File: src/rtl/mte_pkg.sv
package mte_pkg;

    localparam int CFG_W   = 32;
    localparam int GAIN_W  = 10;
    localparam int DECAY_W = 10;
    localparam int OFF_W   = 7;

    localparam logic [CFG_W-1:0] CFG_RESET = 32'h438C_8324;
    // bits 11 and 3 are reserved and stay zero
    localparam logic [CFG_W-1:0] CFG_WMASK = 32'hFFFF_F7F7;

    typedef struct packed {
        logic [GAIN_W-1:0]  gain;
        logic [DECAY_W-1:0] decay;
        logic [OFF_W-1:0]   offset;
        logic               dis_ext;
        logic               dis_bw;
        logic               dis_sb;
    } mte_cfg_t;

    function automatic mte_cfg_t unpack_cfg(input logic [CFG_W-1:0] w);
        mte_cfg_t f;
        f.gain    = w[31:22];
        f.decay   = w[21:12];
        f.offset  = w[10:4];
        f.dis_ext = w[2];
        f.dis_bw  = w[1];
        f.dis_sb  = w[0];
        return f;
    endfunction

endpackage

File: src/rtl/mte_cfg_reg.sv
module mte_cfg_reg
    import mte_pkg::*;
(
    input  logic             clk,
    input  logic             rst_n,
    input  logic             we,
    input  logic [CFG_W-1:0] wdata,
    input  logic             capture,
    output logic [CFG_W-1:0] rdata,
    output mte_cfg_t         work
);

    typedef struct packed {
        logic [CFG_W-1:0] word;
        mte_cfg_t         work;
    } cfg_state_t;

    cfg_state_t st_d, st_q;

    always_comb begin
        st_d = st_q;
        if (we) begin
            st_d.word = wdata & CFG_WMASK;
        end
        if (capture) begin
            st_d.work = unpack_cfg(st_q.word);
        end
    end

    always_ff @(posedge clk or negedge rst_n) begin
        if (!rst_n) begin
            st_q.word <= CFG_RESET;
            st_q.work <= unpack_cfg(CFG_RESET);
        end else begin
            st_q <= st_d;
        end
    end

    assign rdata = st_q.word;
    assign work  = st_q.work;

endmodule

File: src/rtl/mte_integrator.sv
module mte_integrator
    import mte_pkg::*;
#(
    parameter int ACC_W       = 40,
    parameter int INT_W       = 8,
    parameter int FRAC_W      = 44,
    parameter int DECAY_SHIFT = 25
) (
    input  logic               clk,
    input  logic               rst_n,
    input  logic               capture,
    input  logic               tick,
    input  logic [ACC_W-1:0]   acc_count,
    input  logic [GAIN_W-1:0]  gain,
    input  logic [DECAY_W-1:0] decay,
    output logic [INT_W-1:0]   t_int
);

    localparam int T_W    = INT_W + FRAC_W;
    localparam int GP_W   = GAIN_W + ACC_W;
    localparam int DP_W   = DECAY_W + T_W;
    localparam int WIDE_W = ((T_W > GP_W) ? T_W : GP_W) + 2;

    typedef struct packed {
        logic [T_W-1:0]   t;
        logic [ACC_W-1:0] base;
    } int_state_t;

    int_state_t        st_d, st_q;
    logic [ACC_W-1:0]  delta;
    logic [GP_W-1:0]   gain_prod;
    logic [DP_W-1:0]   dec_prod;
    logic [WIDE_W-1:0] sum;

    always_comb begin
        st_d      = st_q;
        delta     = acc_count - st_q.base;
        gain_prod = GP_W'(gain) * GP_W'(delta);
        dec_prod  = DP_W'(decay) * DP_W'(st_q.t);
        sum       = WIDE_W'(st_q.t) - WIDE_W'(dec_prod >> DECAY_SHIFT)
                  + WIDE_W'(gain_prod);
        if (capture) begin
            st_d.t    = '0;
            st_d.base = acc_count;
        end else if (tick) begin
            st_d.base = acc_count;
            if (sum[WIDE_W-1]) begin
                st_d.t = '0;
            end else if (|sum[WIDE_W-2:T_W]) begin
                st_d.t = '1;
            end else begin
                st_d.t = sum[T_W-1:0];
            end
        end
    end

    always_ff @(posedge clk or negedge rst_n) begin
        if (!rst_n) begin
            st_q <= '0;
        end else begin
            st_q <= st_d;
        end
    end

    assign t_int = st_q.t[T_W-1:FRAC_W];

endmodule

File: src/rtl/mte_select.sv
module mte_select #(
    parameter int TEMP_W = 8
) (
    input  logic [TEMP_W-1:0] est,
    input  logic [TEMP_W-1:0] sb_temp,
    input  logic              ext_hot,
    input  logic              dis_ext,
    input  logic              dis_bw,
    input  logic              dis_sb,
    output logic [TEMP_W-1:0] sel_temp,
    output logic              sel_hot,
    output logic              sel_valid
);

    localparam int N_SRC = 2;

    logic [TEMP_W-1:0] src_val [N_SRC];
    logic [N_SRC-1:0]  src_en;
    logic [TEMP_W-1:0] best;

    assign src_val[0] = est;
    assign src_val[1] = sb_temp;
    assign src_en     = {~dis_sb, ~dis_bw};

    always_comb begin
        best = '0;
        for (int i = 0; i < N_SRC; i++) begin
            if (src_en[i] && (src_val[i] > best)) begin
                best = src_val[i];
            end
        end
        sel_hot   = ~dis_ext & ext_hot;
        sel_valid = (|src_en) | ~dis_ext;
        sel_temp  = sel_hot ? '1 : best;
    end

endmodule

File: src/rtl/mem_bw_thermal_est.sv
module mem_bw_thermal_est
    import mte_pkg::*;
#(
    parameter int ACC_W       = 40,
    parameter int INT_W       = 8,
    parameter int FRAC_W      = 44,
    parameter int DECAY_SHIFT = 25
) (
    input  logic             clk,
    input  logic             rst_n,
    input  logic             cfg_we,
    input  logic [CFG_W-1:0] cfg_wdata,
    output logic [CFG_W-1:0] cfg_rdata,
    input  logic             cfg_capture,
    input  logic             tick,
    input  logic [ACC_W-1:0] acc_count,
    input  logic             ext_hot,
    input  logic [INT_W-1:0] sb_temp,
    output logic [INT_W-1:0] est_temp,
    output logic [INT_W-1:0] sel_temp,
    output logic             sel_hot,
    output logic             sel_valid
);

    mte_cfg_t         work;
    logic [INT_W-1:0] t_int;
    logic [OFF_W-1:0] off_w;
    logic [INT_W:0]   est_sum;

    mte_cfg_reg u_cfg (
        .clk     (clk),
        .rst_n   (rst_n),
        .we      (cfg_we),
        .wdata   (cfg_wdata),
        .capture (cfg_capture),
        .rdata   (cfg_rdata),
        .work    (work)
    );

    mte_integrator #(
        .ACC_W       (ACC_W),
        .INT_W       (INT_W),
        .FRAC_W      (FRAC_W),
        .DECAY_SHIFT (DECAY_SHIFT)
    ) u_int (
        .clk       (clk),
        .rst_n     (rst_n),
        .capture   (cfg_capture),
        .tick      (tick),
        .acc_count (acc_count),
        .gain      (work.gain),
        .decay     (work.decay),
        .t_int     (t_int)
    );

    assign off_w   = work.offset;
    assign est_sum = (INT_W+1)'(t_int) + (INT_W+1)'(off_w);
    assign est_temp = est_sum[INT_W] ? '1 : est_sum[INT_W-1:0];

    mte_select #(
        .TEMP_W (INT_W)
    ) u_sel (
        .est       (est_temp),
        .sb_temp   (sb_temp),
        .ext_hot   (ext_hot),
        .dis_ext   (work.dis_ext),
        .dis_bw    (work.dis_bw),
        .dis_sb    (work.dis_sb),
        .sel_temp  (sel_temp),
        .sel_hot   (sel_hot),
        .sel_valid (sel_valid)
    );

endmodule

File: config.mk
export PLATFORM = sky130hd
export DESIGN_NAME = mem_bw_thermal_est
export DESIGN_NICKNAME = d
export VERILOG_FILES = /design/src/rtl/mte_pkg.sv /design/src/rtl/mte_cfg_reg.sv /design/src/rtl/mte_integrator.sv /design/src/rtl/mte_select.sv /design/src/rtl/mem_bw_thermal_est.sv
export SDC_FILE = /design/constraint.sdc
export NUM_CORES = 2
export LEC_CHECK = 0
export BUFFER_PORTS_ARGS = -buffer_cell sky130_fd_sc_hd__buf_2
export CAP_MARGIN = 20
export CORE_AREA = 2 2 262 264
export DETAILED_ROUTE_END_ITERATION = 8
export DIE_AREA = 0 0 264 266
export GPL_TIMING_DRIVEN = 0
export PLACE_DENSITY = 0.79
export SLEW_MARGIN = 5
export SYNTH_ARGS = -nofsm -noshare
export SYNTH_HDL_FRONTEND = slang
export SYNTH_SLANG_ARGS = --single-unit
File: constraint.sdc
create_clock -name clk -period 27.3 [get_ports clk]
set_input_delay 4.095 -clock clk [delete_from_list [all_inputs] [get_ports clk]]
set_output_delay 4.095 -clock clk [all_outputs]
set_load 0.02 [all_outputs]
==> run_results.csv <==
group,metric,value,unit
place,place.gp.congestion,0.995,
synth,ys_seq_elements,152,
sta,relSlewSlack,27.2,%
worst_setup_path,start_kind,"flop",
worst_setup_path,worst_setup_path_end_kind,"flop",
routing,dr_total_vias,32400,
floorplanning,start_util,59.1,%
routing,avgViaCountPerCell,5.79,
worst_setup_path,critical_path_arrival,16.09,ns
floorplanning,die_w,264,um
synth,ys_seq_area_share,9.56,%
sta,rsz0062_at_grt,"false",
global_routing,grt.total_usage,33.2,%
global_routing,grt_pass1_vias,33200,
synth,synth_area,40100,um^2
synth,ys_types,88,
sta,fin_crit_sh,57.7,%
cts,htreeDepth,4,
synth,netlist_top_cells_area,"fa_1, ha_1, dfrtp_1, inv_1, and2_1",
worst_setup_path,cp_max_fo,10,
worst_setup_path,cp_top_family,"adder cells",
worst_setup_path,path_class,"reg -> reg",
sta,clock.fmax,0.0635,GHz
sta,slew_violations,0,
cts,numCtsBuffers,17,
synth,synth_flop_cell,"dfrtp_1",
sta,skew,0.0214,ns
worst_setup_path,cp_slowest_stage_delay,0.76,ns
cts,cts-root-buf,"clkbuf_16",
cts,cts_resized,0,
floorplanning,num_rows,96,
synth,synth_area_leader_cell,"fa_1",
finish,nNetsFinal,5811,
synth,yosysWarnings,0,
routing,ant_nets,0,
worst_setup_path,cpMostUsedCell,"fa_1",
worst_hold_path,hp-class,"reg -> reg",
sta,fin_tns_setup,0,ns
cts,clock_sinks,152,
cts,clock_latency,0.51,ns
cts,post_cts_buffers,0,
cts,clk_pin_slew,0.08,ns
synth,synth_edf_count,0,
floorplanning,fp.dieH,266,um
routing,drtPass1Iterations,8,
place,io_buffer_count,129,
cts,holdBufCountCts,0,
synth,yosysTopAreaCellShare,37.6,%
sta,setup_ws,11.55,ns
worst_setup_path,cp_num_buf_inv,11,
run_status,status,"completed",
sta,hold_viol_final,0,
sta,setup_viol,0,
place,hpwlAfterDp,94.1,mm
finish,drive_gt1_share,7.24,%
worst_setup_path,cp_slowest_cell,"clkbuf_1",
finish,area.growth.synth_to_final,6.11,%
global_routing,overflow,0,
global_routing,grt_start_max_net_pins,100,
synth,yosysMostFrequentCell,"inv_1",
sta,fin_crit,15.75,ns
floorplanning,coreArea,67700,um^2
synth,yosys-top-cells-count,"inv_1, fa_1, nand2_1",
cts,clock_path_buffers,2,
global_routing,antenna_found_initial,0,
routing,drcViolationCount,0,
routing,routed_wirelength,113,mm
routing,avgRoutedWirePerCell,20.3,um
synth,avgSynthCellArea,8.82,um^2
cts,cts_tree,"yes",
synth,synth_cells,4543,
worst_setup_path,cp.required,27.63,ns
synth,async_flop_share,100,%
finish,antennaDiodeCount,0,
flow_run,maxCapViolations,0,
floorplanning,io_pins,136,
floorplanning,dieArea,70200,um^2
sta,worst_pin_slew,1.08,ns
global_routing,grt_first_pass_wirelength,181,mm
routing,drt-initial-drc-count,2609,
place,preCtsSetupSlack,11.78,ns
## placed cells by master, fill, tap and decap left out, types with 15 or more instances in the layout
master,count
nor2b_1,39
nor2_1,147
nand2_1,654
o21ai_0,131
clkbuf_1,206
and3_1,21
nor3_1,33
or3_1,15
xor2_1,70
dfrtp_1,130
nand4_1,36
clkbuf_16,17
nand2b_1,26
ha_1,276
dfstp_2,22
buf_2,134
fa_1,752
o21ai_1,15
o21bai_1,19
xnor2_1,92
and2_1,426
o211ai_1,19
inv_1,775
a31oi_1,17
mux2_2,99
o21a_1,26
a21oi_1,151
nand3_1,37
a211oi_1,25
a21o_1,112
## cell families after synthesis
logic type,synth area share [%]
XOR/XNOR,3.58
multiplexers,2.88
buffers and inverters,9.47
adder cells (fa/ha/maj),46.2
other,0.00936
flip-flops,9.56
AND/OR/NAND/NOR,18.2
AO/OA/AOI/OAI,10.1
## final timing paths
check / start / end / slack, ns / cells past startpoint
min reg2reg: u_int.st_q[10] / u_int.st_q[10] / 0.51 / 1
max reg2reg: u_cfg.work[13] / u_int.st_q[40] / 11.55 / 48
max: u_cfg.work[13] / u_int.st_q[40] / 11.55 / 48
max in group asynchronous: rst_n / u_int.st_q[40] / 22.88 / 2
min in group asynchronous: rst_n / u_int.st_q[3] / 3.48 / 1
min: u_int.st_q[10] / u_int.st_q[10] / 0.51 / 1
## routing by layer
metal  global-route usage [%]  wire length (um)  vias to the layer above  part of all wire, %
met1                     43.8             44800                    16100                   40
met5                        0                 0                        -                    0
met4                     13.3              5220                        0                  4.6
met3                     6.96             10800                      291                  9.5
met2                     53.8             52500                     1540                   46
li1                         -                 -                    14500                    -
## stage by stage
| step | instance area [um^2] | cells | util [%] | hold WS (ns) |
|---|---|---|---|---|
| 2_1_floorplan | 40100 | 4544 | - | 0.454 |
| 3_3_place_gp | 41800 | 5555 | 61.7 | 0.472 |
| 3_5_place_dp | 41900 | 5558 | 61.8 | 0.493 |
| 4_1_cts | 42500 | 5590 | 62.7 | 0.510 |
| 5_1_grt | 42500 | 5592 | 62.7 | 0.515 |
| 6_report | 42500 | 5592 | 62.7 | 0.507 |
## layout make-up
| class | count | area (um^2) |
|---|---|---|
| clock buffer | 17 | 425 |
| clock inverter | 15 | 185 |
| tap | 882 | 1100 |
| sequential | 152 | 3830 |
| multi-input combinational | 3393 | 32400 |
| buffer | 224 | 883 |
| timing repair buffer | 134 | 728 |
| fill | 5686 | 25200 |
| inverter | 775 | 2910 |
## sequential cells by signal (all words and copies together), names as in the netlist
signal,cells
u_cfg.rdata,30
u_cfg.work,30
u_int.st_q,84
u_int.t_int,8
## worst register-to-register path, delay by kind of cell (launching register included)
kind                     cells  cell delay [ns]
buffers and inverters       11             2.48
AO/OA/AOI/OAI               12             3.85
AND/OR/NAND/NOR             11             2.80
adder cells (fa/ha/maj)     11             4.84
flip-flops                   1             0.52
XOR/XNOR                     3             1.11
Power is not shown: default switching activity piles up to over one toggle a cycle in this logic, so the estimate is an artifact.
